--- src/rtl/ccsm_pkg.sv ---
package ccsm_pkg;

    typedef enum logic [1:0] {
        ST_WAIT_KEY = 2'd0,
        ST_SLEEP    = 2'd1,
        ST_ISOLATE  = 2'd2,
        ST_CONFIG   = 2'd3
    } card_state_e;

    localparam int DATA_W = 8;

    localparam logic [DATA_W-1:0] IDX_RD_PORT = 8'h00;
    localparam logic [DATA_W-1:0] IDX_CTRL    = 8'h02;
    localparam logic [DATA_W-1:0] IDX_WAKE    = 8'h03;
    localparam logic [DATA_W-1:0] IDX_CSN     = 8'h06;

    localparam int CTRL_DEVRST_BIT = 0;
    localparam int CTRL_TOKEY_BIT  = 1;
    localparam int CTRL_CSNCLR_BIT = 2;

    typedef struct packed {
        logic              valid;
        logic [DATA_W-1:0] index;
        logic [DATA_W-1:0] data;
    } cmd_t;

    function automatic logic [15:0] rd_port_addr(input logic [DATA_W-1:0] sel);
        return {{(16-DATA_W-2){1'b0}}, sel, 2'b11};
    endfunction

    function automatic logic cmd_is(input cmd_t c, input logic [DATA_W-1:0] idx);
        return c.valid && (c.index == idx);
    endfunction

endpackage

--- src/rtl/ccsm_port_decode.sv ---
module ccsm_port_decode
    import ccsm_pkg::*;
#(
    parameter int                 ADDR_W     = 16,
    parameter logic [ADDR_W-1:0]  INDEX_PORT = 16'h0279,
    parameter logic [ADDR_W-1:0]  DATA_PORT  = 16'h0A79
) (
    input  logic              clk,
    input  logic              rst,
    input  logic              io_wr,
    input  logic [ADDR_W-1:0] io_addr,
    input  logic [DATA_W-1:0] io_wdata,
    output cmd_t              cmd,
    output logic [DATA_W-1:0] index_q
);

    logic index_wr;

    assign index_wr = io_wr && (io_addr == INDEX_PORT);

    always_ff @(posedge clk) begin
        if (rst) begin
            index_q <= '0;
        end else if (index_wr) begin
            index_q <= io_wdata;
        end
    end

    always_comb begin
        cmd.valid = io_wr && (io_addr == DATA_PORT);
        cmd.index = index_q;
        cmd.data  = io_wdata;
    end

endmodule

--- src/rtl/ccsm_state_fsm.sv ---
module ccsm_state_fsm
    import ccsm_pkg::*;
(
    input  logic              clk,
    input  logic              rst,
    input  logic              key_seen,
    input  cmd_t              cmd,
    input  logic [DATA_W-1:0] csn_q,
    output card_state_e       state,
    output logic              res_ptr_clr
);

    card_state_e state_d;
    logic        wake_match;
    logic        to_key;

    assign wake_match = cmd_is(cmd, IDX_WAKE) && (state == ST_SLEEP) && (cmd.data == csn_q);
    assign to_key     = cmd_is(cmd, IDX_CTRL) && cmd.data[CTRL_TOKEY_BIT] && (state != ST_WAIT_KEY);

    always_comb begin
        state_d = state;
        unique case (state)
            ST_WAIT_KEY: begin
                if (key_seen) state_d = ST_SLEEP;
            end
            ST_SLEEP: begin
                if (wake_match) state_d = (cmd.data == '0) ? ST_ISOLATE : ST_CONFIG;
            end
            ST_ISOLATE: begin
                if (cmd_is(cmd, IDX_CSN) && cmd.data != '0) state_d = ST_CONFIG;
            end
            ST_CONFIG: begin
                state_d = ST_CONFIG;
            end
            default: state_d = ST_WAIT_KEY;
        endcase
        if (to_key) state_d = ST_WAIT_KEY;
    end

    always_ff @(posedge clk) begin
        if (rst) begin
            state       <= ST_WAIT_KEY;
            res_ptr_clr <= 1'b0;
        end else begin
            state       <= state_d;
            res_ptr_clr <= wake_match;
        end
    end

    AST_WFK_EXIT_BY_KEY: assert property (@(posedge clk) disable iff (rst)
        (state == ST_WAIT_KEY && !key_seen) |=> (state == ST_WAIT_KEY));

    AST_SLEEP_EXIT_BY_CMD: assert property (@(posedge clk) disable iff (rst)
        (state == ST_SLEEP && !(cmd_is(cmd, IDX_WAKE) || cmd_is(cmd, IDX_CTRL)))
        |=> (state == ST_SLEEP));

    AST_WAKE_PULSE_FROM_SLEEP: assert property (@(posedge clk) disable iff (rst)
        res_ptr_clr |-> ($past(state) == ST_SLEEP && state != ST_SLEEP));

endmodule

--- src/rtl/ccsm_card_regs.sv ---
module ccsm_card_regs
    import ccsm_pkg::*;
#(
    parameter logic [DATA_W-1:0] RD_SEL_RESET = 8'h80
) (
    input  logic              clk,
    input  logic              rst,
    input  cmd_t              cmd,
    input  card_state_e       state,
    output logic [DATA_W-1:0] csn_q,
    output logic [DATA_W-1:0] rd_sel_q,
    output logic              dev_reset
);

    logic awake;
    logic csn_load;
    logic csn_clear;
    logic sel_load;
    logic ctrl_hit;

    assign awake     = (state != ST_WAIT_KEY);
    assign ctrl_hit  = cmd_is(cmd, IDX_CTRL) && awake;
    assign csn_load  = cmd_is(cmd, IDX_CSN) && (state == ST_ISOLATE || state == ST_CONFIG);
    assign csn_clear = ctrl_hit && cmd.data[CTRL_CSNCLR_BIT];
    assign sel_load  = cmd_is(cmd, IDX_RD_PORT) && awake;

    always_ff @(posedge clk) begin
        if (rst) begin
            csn_q     <= '0;
            rd_sel_q  <= RD_SEL_RESET;
            dev_reset <= 1'b0;
        end else begin
            if (csn_clear)     csn_q <= '0;
            else if (csn_load) csn_q <= cmd.data;
            if (sel_load)      rd_sel_q <= cmd.data;
            dev_reset <= ctrl_hit && cmd.data[CTRL_DEVRST_BIT];
        end
    end

    AST_CSN_FROZEN_IN_WFK: assert property (@(posedge clk) disable iff (rst)
        (state == ST_WAIT_KEY) |=> $stable(csn_q));

    AST_RDSEL_FROZEN_IN_WFK: assert property (@(posedge clk) disable iff (rst)
        (state == ST_WAIT_KEY) |=> $stable(rd_sel_q));

    AST_CSN_HELD_IN_SLEEP: assert property (@(posedge clk) disable iff (rst)
        (state == ST_SLEEP && !cmd_is(cmd, IDX_CTRL)) |=> $stable(csn_q));

endmodule

--- src/rtl/ccsm_card_ctrl.sv ---
module ccsm_card_ctrl
    import ccsm_pkg::*;
#(
    parameter int                ADDR_W       = 16,
    parameter logic [ADDR_W-1:0] INDEX_PORT   = 16'h0279,
    parameter logic [ADDR_W-1:0] DATA_PORT    = 16'h0A79,
    parameter logic [7:0]        RD_SEL_RESET = 8'h80
) (
    input  logic              clk,
    input  logic              rst,
    input  logic              io_wr,
    input  logic              io_rd,
    input  logic [ADDR_W-1:0] io_addr,
    input  logic [7:0]        io_wdata,
    input  logic              key_seen,
    output logic [1:0]        card_state,
    output logic [7:0]        csn,
    output logic [ADDR_W-1:0] rd_port,
    output logic              rd_valid,
    output logic [7:0]        rd_data,
    output logic              dev_reset,
    output logic              res_ptr_clr
);

    cmd_t              cmd;
    logic [DATA_W-1:0] index_q;
    logic [DATA_W-1:0] csn_q;
    logic [DATA_W-1:0] rd_sel_q;
    card_state_e       state;

    ccsm_port_decode #(
        .ADDR_W     (ADDR_W),
        .INDEX_PORT (INDEX_PORT),
        .DATA_PORT  (DATA_PORT)
    ) i_decode (
        .clk      (clk),
        .rst      (rst),
        .io_wr    (io_wr),
        .io_addr  (io_addr),
        .io_wdata (io_wdata),
        .cmd      (cmd),
        .index_q  (index_q)
    );

    ccsm_state_fsm i_fsm (
        .clk         (clk),
        .rst         (rst),
        .key_seen    (key_seen),
        .cmd         (cmd),
        .csn_q       (csn_q),
        .state       (state),
        .res_ptr_clr (res_ptr_clr)
    );

    ccsm_card_regs #(
        .RD_SEL_RESET (RD_SEL_RESET)
    ) i_regs (
        .clk       (clk),
        .rst       (rst),
        .cmd       (cmd),
        .state     (state),
        .csn_q     (csn_q),
        .rd_sel_q  (rd_sel_q),
        .dev_reset (dev_reset)
    );

    assign card_state = state;
    assign csn        = csn_q;
    assign rd_port    = ADDR_W'(rd_port_addr(rd_sel_q));
    assign rd_valid   = io_rd && (io_addr == rd_port) && (state != ST_WAIT_KEY);
    assign rd_data    = (rd_valid && index_q == IDX_CSN) ? csn_q : 8'h00;

    AST_DEVRST_FROM_CTRL: assert property (@(posedge clk) disable iff (rst)
        dev_reset |-> ($past(io_wr) && $past(io_addr) == DATA_PORT && $past(io_wdata[0])));

    AST_PULSES_EXCLUSIVE: assert property (@(posedge clk) disable iff (rst)
        !(dev_reset && res_ptr_clr));

endmodule

--- config.mk ---
export PLATFORM = sky130hd
export DESIGN_NAME = ccsm_card_ctrl
export DESIGN_NICKNAME = d
export VERILOG_FILES = /design/src/rtl/ccsm_pkg.sv /design/src/rtl/ccsm_port_decode.sv /design/src/rtl/ccsm_state_fsm.sv /design/src/rtl/ccsm_card_regs.sv /design/src/rtl/ccsm_card_ctrl.sv
export SDC_FILE = /design/constraint.sdc
export NUM_CORES = 1
export LEC_CHECK = 0
export BUFFER_PORTS_ARGS = -buffer_cell sky130_fd_sc_hd__buf_2
export CORE_MARGIN = 3
export CORE_UTILIZATION = 42
export DETAILED_ROUTE_END_ITERATION = 10
export HOLD_SLACK_MARGIN = 0.15
export PLACE_DENSITY = 0.75
export SKIP_CTS_REPAIR_TIMING = 1
export SLEW_MARGIN = 20
export SYNTH_ARGS = -nofsm -noshare
export SYNTH_HDL_FRONTEND = slang
export SYNTH_SLANG_ARGS = --single-unit
--- constraint.sdc ---
create_clock -name clk -period 3.01 [get_ports clk]
set_clock_uncertainty 0.15 [all_clocks]
set_input_delay 0.7525 -clock clk [delete_from_list [all_inputs] [get_ports clk]]
set_output_delay 0.7525 -clock clk [all_outputs]
set_load 0.01 [all_outputs]
# After elaboration in Yosys (flattened, before gate mapping)
# Cells that the tools add are included.
# word_totals
regBits,28
input_bits,29
wordCells,53
# classes
eq_ne,13
n_reduce_logical,28
n_mux,6
# ops
cell,count
logical AND 1 bit,19
equality test 16 x 10 -> 1 bit,1
equality test 16 x 10 -> 1 bit (second input constant),1
equality test 16 x 12 -> 1 bit (second input constant),1
equality test 8 x 2 -> 1 bit (second input constant),2
logical NOT 8 bit,2
equality test 8 x 3 -> 1 bit (second input constant),1
equality test 8 bit,1
two-way mux 8 bit,1
case mux 2 bit (4 select lines),1
nonzero test 8 bit,1
two-way mux 2 bit,3
equality test 2 bit (second input constant),2
inequality test 2 x 1 -> 1 bit (second input constant),2
OR reduction 2 bit,2
AND reduction 3 bit,1
equality test 2 x 1 -> 1 bit (second input constant),1
logical NOT 2 bit,1
inequality test 2 bit (second input constant),1
nonzero test 2 bit,1
logical OR 1 bit,1
two-way mux 1 bit,1

# Longest topological paths before layout
# Gate-level depths: netlist of the first run.
# depth
ltp_word,7
depth_mapped,6

# Cells and area by module
# From an unflattened synthesis of the first run, not the netlist that was laid out.
# hier_totals
hier_cells,192
hier_area_um2,1726.7
# by_module_without_submodules
module,n_inst,cells_per_inst,area_per_inst_um2,seq_area_each_um2
ccsm_card_regs,1,64,679.4,340.3
ccsm_port_decode,1,58,490.5,160.2
ccsm_card_ctrl,1,37,279.0,0.0
ccsm_state_fsm,1,33,277.8,60.1

# Least setup slack after synthesis of the first run
# Ideal clock, no wire load.
# synth_timing
path_type,input to output
from,in io_addr[13]
to,out rd_data[0]
path_stages,5
slack_ps,-125
arrival_time_ps,2233
cell_sequence,nor4_4 nand2_1 or4_4 nor4_4 and2_1
# synth_between
elab_chain_cells,5
# synth_lines
element,line,source
"start, declared",ccsm_card_ctrl.sv:13,"input logic [ADDR_W-1:0] io_addr,"
equality test 16 x 10 -> 1 bit,ccsm_card_ctrl.sv:70,assign rd_valid = io_rd && (io_addr == rd_port) && (state != ST_WAIT_KEY);
logical AND 1 bit (2 in series),ccsm_card_ctrl.sv:70,
logical AND 1 bit,ccsm_card_ctrl.sv:71,assign rd_data = (rd_valid && index_q == IDX_CSN) ? csn_q : 8'h00;
two-way mux 8 bit,ccsm_card_ctrl.sv:71,
"end, declared",ccsm_card_ctrl.sv:20,"output logic [7:0] rd_data,"
# Every way passes these cells.

# Worst setup path in the final report of the first run
# layout_timing
from,in io_addr[14]
to,out rd_data[4]
# The elaborated chain is that of the path after synthesis.

==> results of run 1 <==
==> critical path, delay by kind of cell <==
kind,cells,cell delay [ns]
AND/OR/NAND/NOR,5,1.23
buffers and inverters,3,0.37
==> logic make-up after synthesis <==
logic type,synth area share
XOR/XNOR,0.0911
flip-flops,0.364
buffers and inverters,0.0520
multiplexers,0.156
AND/OR/NAND/NOR,0.294
other,0.00488
AO/OA/AOI/OAI,0.0374
==> flip-flops by register name, summed over array words and instances (netlist names) <==
register           flops
i_regs.dev_reset       1
i_fsm.state            2
i_decode.index_q       8
i_regs.csn_q           8
i_regs.rd_sel_q        8
i_fsm.res_ptr_clr      1
==> metal layers <==
| metal | track usage | part of all wire | vias to the layer above |
|---|---|---|---|
| met5 | 0 | 0 | - |
| met1 | 0.247 | 0.43 | 666 |
| met3 | 0.0422 | 0.069 | 7 |
| met2 | 0.320 | 0.49 | 58 |
| met4 | 0.0508 | 0.015 | 0 |
| li1 | - | - | 680 |
==> stage by stage <==
| step | util | instances | worst slack, ns | hold WS (ns) |
|---|---|---|---|---|
| final | 0.587 | 271 | -0.244 | 0.396 |
| after global routing | 0.587 | 271 | -0.343 | 0.424 |
| after CTS | 0.563 | 270 | -0.332 | 0.398 |
| after detailed placement | 0.542 | 266 | -0.321 | 0.371 |
| after global placement | 0.542 | 266 | -0.259 | 0.360 |
| after floorplan | - | 170 | 0.0129 | 0.338 |
==> cells in the mapped netlist (all sizes together), types with 2 or more instances <==
cell | count | area, µm²
a41o | 2 | 21.3
a21oi | 2 | 10.0
buf | 9 | 65.1
nand2 | 5 | 18.8
xor2 | 4 | 35.0
and2 | 8 | 50.1
conb | 2 | 7.51
nand4 | 7 | 43.8
nor2b | 2 | 12.5
xnor2 | 12 | 105
nand3 | 3 | 15.0
mux2i | 24 | 240
nor4 | 7 | 88.8
nor2 | 27 | 101
clkbuf | 3 | 11.3
or4 | 2 | 18.8
nor3 | 6 | 41.3
dfxtp | 28 | 561
==> placed cells by master, fill, tap and decap left out, types with 7 or more instances in the layout <==
master / instances
nor2_1: 27
dfxtp_1: 28
xnor2_1: 12
buf_6: 10
mux2i_1: 24
and2_4: 7
nand4_1: 7
conb_1: 8
buf_2: 48
==> power by group <==
part | switching (mW) | internal [mW]
clock network | 0.125 | 0.178
logic | 0.0423 | 0.0308
registers | 0.000937 | 0.371
==> cell type report <==
cell class	instances	area share
multi-input cells	129	0.464
clock inverters	1	0.0149
inverters	1	0.00186
repair buffers	63	0.193
flip-flops and latches	28	0.277
well taps	46	0.0285
clock buffers	3	0.0204
==> worst paths after layout <==
| kind | start | end | slack, ns | cells after the start |
|---|---|---|---|---|
| max | io_addr[14] | rd_data[4] | -0.24 | 8 |
| min reg2reg | i_regs.rd_sel_q[3] | i_regs.rd_sel_q[3] | 0.40 | 2 |
| max reg2reg | i_decode.index_q[3] | i_regs.csn_q[4] | 0.98 | 5 |
| min | i_regs.rd_sel_q[3] | i_regs.rd_sel_q[3] | 0.40 | 2 |
==> impl_metrics.ini, run 1 <==
[run_status]
outcome = finished, violations left
violations = setup timing

[logic_synthesis]
ys_seq_elements = 28
synth-edff-count = 0
ys_types = 34
synth_cells = 164
async_reset_ff_frac = 0
synth-seq-area-share = 0.364
yosysWarnings = 0
netlist_area_um2 = 1540
ys.flop_type = dfxtp_1
avgSynthCellArea_um2 = 9.38

[sta]
rsz0062_at_grt = true
period_minus_slack_ns = 3.25
fin_ws_ns = -0.244
setup_viol = 8
fmax_mhz = 307
tns_ns = -1.93
hold_viol = 0
timing.slew.headroom = 0.641
worstMarginPinSlew_ns = 0.537
fin_crit_sh = 1.08
slew_viol_final = 0

[placed_design]
place.gp.congestion = 0.789
dp_hpwl_mm = 3.09
portBuffers = 57
placed_area_um2 = 1870

[worst_setup_path]
required_ns = 2.11
cp_common_cell = buf_6
cp-end-kind = output pin
max_stage_delay_ns = 0.45
critPathMaxFanout = 8
cp.arrival_ns = 2.35
worstSetupPathType = in2out
worstSetupStartpointType = input pin
worstPathCellList = buf_6, nor4_4, nand2_1, or4_4, nor4_4, buf_6, and2_4, buf_6
slowest_stage = or4_4

[final_layout]
design_area_um2 = 2020
seq_area_um2 = 561
fin_nets = 255
antennaDiodeCount = 0
layout-drive-gt1-share = 0.364
multi_input_area_um2 = 938
syn2layout_area_growth_pct = 31.4
fillers = 340

[die]
initial_core_util = 0.447
die_y_um = 66.5
core.rowCount = 21
die_area_um2 = 4430
ios = 66
design.core.area_um2 = 3440
die_w_um = 66.5

[grt]
grt_pass1_wl_mm = 6.49
track_usage = 0.191
antenna_found_initial = 0
grt_max_degree = 21
grt_pass1_vias = 1369
grt.overflow.total = 0

[power]
power_leakage_nw = 0.920
peakVddDrop_uv = 333
design_power_total_uw = 749
power_density_nw_per_um2 = 370

[drt]
wire_per_inst_um = 15.0
ant_nets = 0
wl_mm = 4.07
firstDrtPassIters = 4
drt_iter0_drc = 69
vias = 1411
via_per_inst = 5.21
drc = 0

[cts]
clk_pin_slew_ns = 0.10
cts.sinks = 28
cts_buffers = 3
root_buffer = clkbuf_8
cts_htree_levels = 1
clk_path_buf_depth = 2
cts_tree = yes
insertion_delay_ns = 0.28

[worst_hold_path]
min_path_type = reg2reg

[run]
max-cap-violations = 0
(Power assumes the default switching activity.)
==> run 2, diff against run 1 <==
--- a/config.mk
+++ b/config.mk
@@ -6,13 +6,16 @@
 export NUM_CORES = 1
 export LEC_CHECK = 0
 export BUFFER_PORTS_ARGS = -buffer_cell sky130_fd_sc_hd__buf_2
+export CELL_PAD_IN_SITES_DETAIL_PLACEMENT = 1
+export CELL_PAD_IN_SITES_GLOBAL_PLACEMENT = 1
 export CORE_MARGIN = 3
-export CORE_UTILIZATION = 42
+export CORE_UTILIZATION = 32
 export DETAILED_ROUTE_END_ITERATION = 10
 export HOLD_SLACK_MARGIN = 0.15
-export PLACE_DENSITY = 0.75
+export PLACE_DENSITY = 0.76
 export SKIP_CTS_REPAIR_TIMING = 1
 export SLEW_MARGIN = 20
 export SYNTH_ARGS = -nofsm -noshare
 export SYNTH_HDL_FRONTEND = slang
+export SYNTH_HIERARCHICAL = 1
 export SYNTH_SLANG_ARGS = --single-unit
==> impl_metrics.ini, run 2 <==
[run_status]
outcome = complete, no violations

[power]
p_sw_uw = 171
peakVddDrop_uv = 242
switching_share = 0.226
power_density_nw_per_um2 = 357
internal_power_uw = 586
pwr-share-seq = 0.493
design_power_total_uw = 757
comb_power_share = 0.112
power_leakage_nw = 0.965
power.share.clock = 0.395

[logic_synthesis]
yosysWarnings = 6
ys_types = 42
ys.flop_type = dfxtp_1
netlist_area_um2 = 1730
synth_cells = 192
synth_top_area_cell = dfxtp_1
async_reset_ff_frac = 0
ys_seq_elements = 28
synth-edff-count = 0
netlist.area_leader.share = 0.325
synth_most_common_cell = dfxtp_1
avgSynthCellArea_um2 = 8.99
synth_common_cells = 28 x dfxtp_1, 24 x buf_4, 23 x nor2_1
synth-seq-area-share = 0.325
synth_area_leaders = dfxtp_1 32%, buf_4 10%, mux2i_1 8.7%

[worst_setup_path]
cp-end-kind = output pin
ff2ff_path_depth = 3
required_ns = 2.11
reg2reg_to = i_regs/rd_sel_q[7]
reg2reg_from = i_decode/index_q[0]
worstSetupStartpointType = input pin
r2r_setup_slack_ns = 0.86
cp.arrival_ns = 2.02
critPathMaxFanout = 4
worstSetupPathType = in2out

[run]
max-cap-violations = 0

[die]
die_area_um2 = 6310
die_w_um = 79.5
die_y_um = 79.5
ios = 66
initial_core_util = 0.334
design.core.area_um2 = 5170
core.rowCount = 26

[drt]
dr_wl_met2_mm = 2.41
ant_nets = 0
wl_mm = 4.95
via_per_inst = 4.96
m1WireLength_mm = 2.21
firstDrtPassIters = 4
wire_per_inst_um = 15.9
highest_layer = met4
drc = 0
met3_length_um = 308
vias = 1548
drt_iter0_drc = 47

[sta]
fmax_mhz = 342
slew_viol_final = 0
hold_viol = 0
period_minus_slack_ns = 2.92
setup_viol = 0
tns_ns = 0
fin_crit_sh = 0.972

[worst_hold_path]
hold_depth = 2
min_path_type = reg2reg
min_to = i_decode/index_q[4]
min_from = i_decode/index_q[4]

[final_layout]
reg_top3 = i_decode/index_q (8), i_regs/csn_q (8), i_regs/rd_sel_q (8)
fin_nets = 272
syn2layout_area_growth_pct = 23.0
final_cell_mix = 57 x buf_2, 28 x dfxtp_1, 23 x nor2_1
layout-drive-gt1-share = 0.360
fillers = 644
mostFrequentLayoutCell = buf_2
antennaDiodeCount = 0

[placed_design]
dp_hpwl_mm = 3.83
place.gp.congestion = 0.846
portBuffers = 57

[grt]
track_usage = 0.156
grt.overflow.total = 0
grt_max_degree = 21
grt_pass1_wl_mm = 7.67
grt_pass1_vias = 1464
antenna_found_initial = 0

[cts]
cts_buffers = 3
cts.sinks = 28
root_buffer = clkbuf_8
clk_pin_slew_ns = 0.10
cts_tree = yes
insertion_delay_ns = 0.28
clk_path_buf_depth = 2
cts_htree_levels = 1
-- run 2: layout make-up --
class	instances	area, µm²	share of cell area
Multi-Input combinational cell	139	1020	0.479
Clock buffer	3	41.3	0.0194
Sequential cell	28	561	0.264
Clock inverter	1	30.0	0.0141
Timing Repair Buffer	68	375	0.177
Inverter	3	11.3	0.00530
Tap cell	70	87.6	0.0412
-- run 2: cell families after synthesis --
logic type,Yosys count,share of synthesized area
simple gates,76,0.291
buf+inv,31,0.128
flops,28,0.325
compound gates,24,0.0833
xor+xnor,16,0.0812
mux,15,0.0870
other cells,2,0.00435
-- run 2: critical path: stages --
cell,delay (ns)
buf_2,0.13
nor4b_4,0.26
o2111ai_2,0.18
nor4_4,0.24
buf_2,0.19
and3_1,0.14
buf_2,0.12
-- run 2: how the worst max path moves through the flow --
stage / startpoint / depth (start not counted) / endpoint / slack [ns]
2_1_floorplan: io_addr[10] / 7 / i_regs/rd_sel_q[7] / 0.04
3_3_place_gp: io_addr[11] / 7 / rd_data[7] / -0.02
3_5_place_dp: io_addr[15] / 7 / i_regs/rd_sel_q[7] / -0.05
4_1_cts: io_addr[11] / 7 / rd_data[7] / -0.03
5_1_grt: io_addr[10] / 7 / rd_data[2] / -0.005
6_report: io_addr[10] / 7 / rd_data[2] / 0.09
-- run 2: power by group through the flow --
stage	Sequential, mW	Clock [mW]	Combinational, mW
5_1_grt	0.373	0.325	0.0930
3_3_place_gp	0.381	0	0.0811
4_1_cts	0.373	0.310	0.0824
2_1_floorplan	0.381	0	0.0522
6_report	0.373	0.299	0.0848
3_5_place_dp	0.381	0	0.0824
-- run 2: metal layers --
metal | vias up | global-route usage
met4 | 0 | 0.0344
li1 | 753 | -
met1 | 745 | 0.204
met3 | 2 | 0.0384
met5 | - | 0
met2 | 48 | 0.260
-- run 2: metrics by stage --
| stage | instances | setup WS (ns) | instance area, µm² | utilization | hold WS [ns] |
|---|---|---|---|---|---|
| final | 312 | 0.0851 | 2120 | 0.410 | 0.374 |
| after detailed placement | 308 | -0.0513 | 2010 | 0.389 | 0.356 |
| after global placement | 308 | -0.0164 | 2010 | 0.389 | 0.339 |
| after CTS | 312 | -0.0304 | 2090 | 0.403 | 0.369 |
| after global routing | 312 | -0.00490 | 2120 | 0.410 | 0.405 |
| after floorplan | 198 | 0.0383 | 1770 | - | 0.322 |
==> run 3, diff against run 2 <==
--- a/config.mk
+++ b/config.mk
@@ -8,7 +8,7 @@
 export BUFFER_PORTS_ARGS = -buffer_cell sky130_fd_sc_hd__buf_2
 export CELL_PAD_IN_SITES_DETAIL_PLACEMENT = 1
 export CELL_PAD_IN_SITES_GLOBAL_PLACEMENT = 1
-export CORE_MARGIN = 3
+export CORE_MARGIN = 5
 export CORE_UTILIZATION = 32
 export DETAILED_ROUTE_END_ITERATION = 10
 export HOLD_SLACK_MARGIN = 0.15
==> impl_metrics.ini, run 3 (synthesis results as in run 2) <==
[power]
design_power_total_uw = 694
power_leakage_nw = 0.947
peakVddDrop_uv = 197
power_density_nw_per_um2 = 329

[final_layout]
fin_nets = 271
design_area_um2 = 2110
layout-drive-gt1-share = 0.357
fillers = 641
antennaDiodeCount = 0
syn2layout_area_growth_pct = 22.1
finalNonFillerCells = 311
final_cell_mix = 54 x buf_2, 28 x dfxtp_1, 23 x nor2_1
mostFrequentLayoutCell = buf_2
reg_top3 = i_decode/index_q (8), i_regs/csn_q (8), i_regs/rd_sel_q (8)
final_util = 0.408

[cts]
clk_path_buf_depth = 2
insertion_delay_ns = 0.28
cts_buffers = 3
clk_pin_slew_ns = 0.10
cts_tree = yes
cts.sinks = 28
root_buffer = clkbuf_8
cts_htree_levels = 1

[grt]
antenna_found_initial = 0
grt_pass1_vias = 1633
grt_pass1_wl_mm = 8.10
grt.overflow.total = 0
grt_max_degree = 21
track_usage = 0.145

[worst_setup_path]
required_ns = 2.11
max_stage_delay_ns = 0.27
cp.depth = 7
cp.arrival_ns = 2.04
ff2ff_path_depth = 3
worstPathCellList = buf_4, nor4b_4, o2111ai_2, nor4_4, buf_4, and3_4, buf_6
critPathMaxFanout = 4
path_buf_inv = 3
crit_family = simple AND/OR/NAND/NOR gates
worstSetupStartpointType = input pin
cp-end-kind = output pin
worstSetupPathType = in2out
cp_common_cell = buf_4
slowest_stage = nor4b_4

[drt]
drc = 0
firstDrtPassIters = 4
wl_mm = 5.23
via_per_inst = 4.94
wire_per_inst_um = 16.8
ant_nets = 0
vias = 1537
drt_iter0_drc = 63

[sta]
worstMarginPinSlew_ns = 0.512
tns_ns = 0
fin_ws_ns = 0.0687
fin_crit_sh = 0.977
slew_viol_final = 0
period_minus_slack_ns = 2.94
hold_viol = 0
fmax_mhz = 340
setup_viol = 0
timing.slew.headroom = 0.658
worst_hold_slack_ns = 0.378

[placed_design]
dp_slack_ns = -0.0507
dp_cells = 307
portBuffers = 57
placed_area_um2 = 2010
dp_hpwl_mm = 4.01
place.gp.congestion = 0.876

[die]
die_area_um2 = 6960
die_w_um = 83.5
design.core.area_um2 = 5170
core.rowCount = 26
die_y_um = 83.5
initial_core_util = 0.334
ios = 66

[run_status]
outcome = complete, no violations

[worst_hold_path]
min_path_type = reg2reg
hold_depth = 2

[run]
max-cap-violations = 0
-- run 3: changes by cell type in the layout (fill, tap and decap cells not counted) --
| cell | delta |
|---|---|
| xnor2_2 | -1 |
| xnor2_1 | +1 |
| and3_1 | -1 |
| bufinv_16 | -1 |
| buf_6 | +1 |
| buf_4 | +1 |
| buf_2 | -3 |
| and3_4 | +1 |
| clkbuf_8 | +1 |
-- run 3: metal layers --
layer | wire length, µm | global-route usage
met5 | 0 | 0
met4 | 80 | 0.0482
met3 | 248 | 0.0355
met2 | 2610 | 0.251
met1 | 2280 | 0.175
-- run 3: worst register-to-register path, cell delays in order, from the launching register on --
cell,delay [ns]
dfxtp_1,0.38
or4_4,0.59
or4b_4,0.64
a211o_1,0.32
-- run 3: final cells by class --
| type | instances | area (µm²) | area share |
|---|---|---|---|
| Inverter | 3 | 11.3 | 0.00534 |
| Sequential cell | 28 | 561 | 0.266 |
| Clock buffer | 4 | 55.1 | 0.0261 |
| Multi-Input combinational cell | 139 | 1010 | 0.481 |
| Tap cell | 70 | 87.6 | 0.0415 |
| Timing Repair Buffer | 67 | 379 | 0.180 |
-- run 3: power by group --
part / total (mW) / internal (mW) / switching (mW)
logic: 0.0843 / 0.0364 / 0.0479
clock network: 0.236 / 0.117 / 0.119
registers: 0.373 / 0.371 / 0.00183
-- run 3: final timing paths --
check	startpoint	end	slack (ns)
setup / recovery	io_addr[10]	rd_data[2]	0.07
hold reg to reg	i_decode/index_q[5]	i_decode/index_q[5]	0.38
hold / removal	i_decode/index_q[5]	i_decode/index_q[5]	0.38
setup reg to reg	i_decode/index_q[0]	i_regs/rd_sel_q[7]	0.82
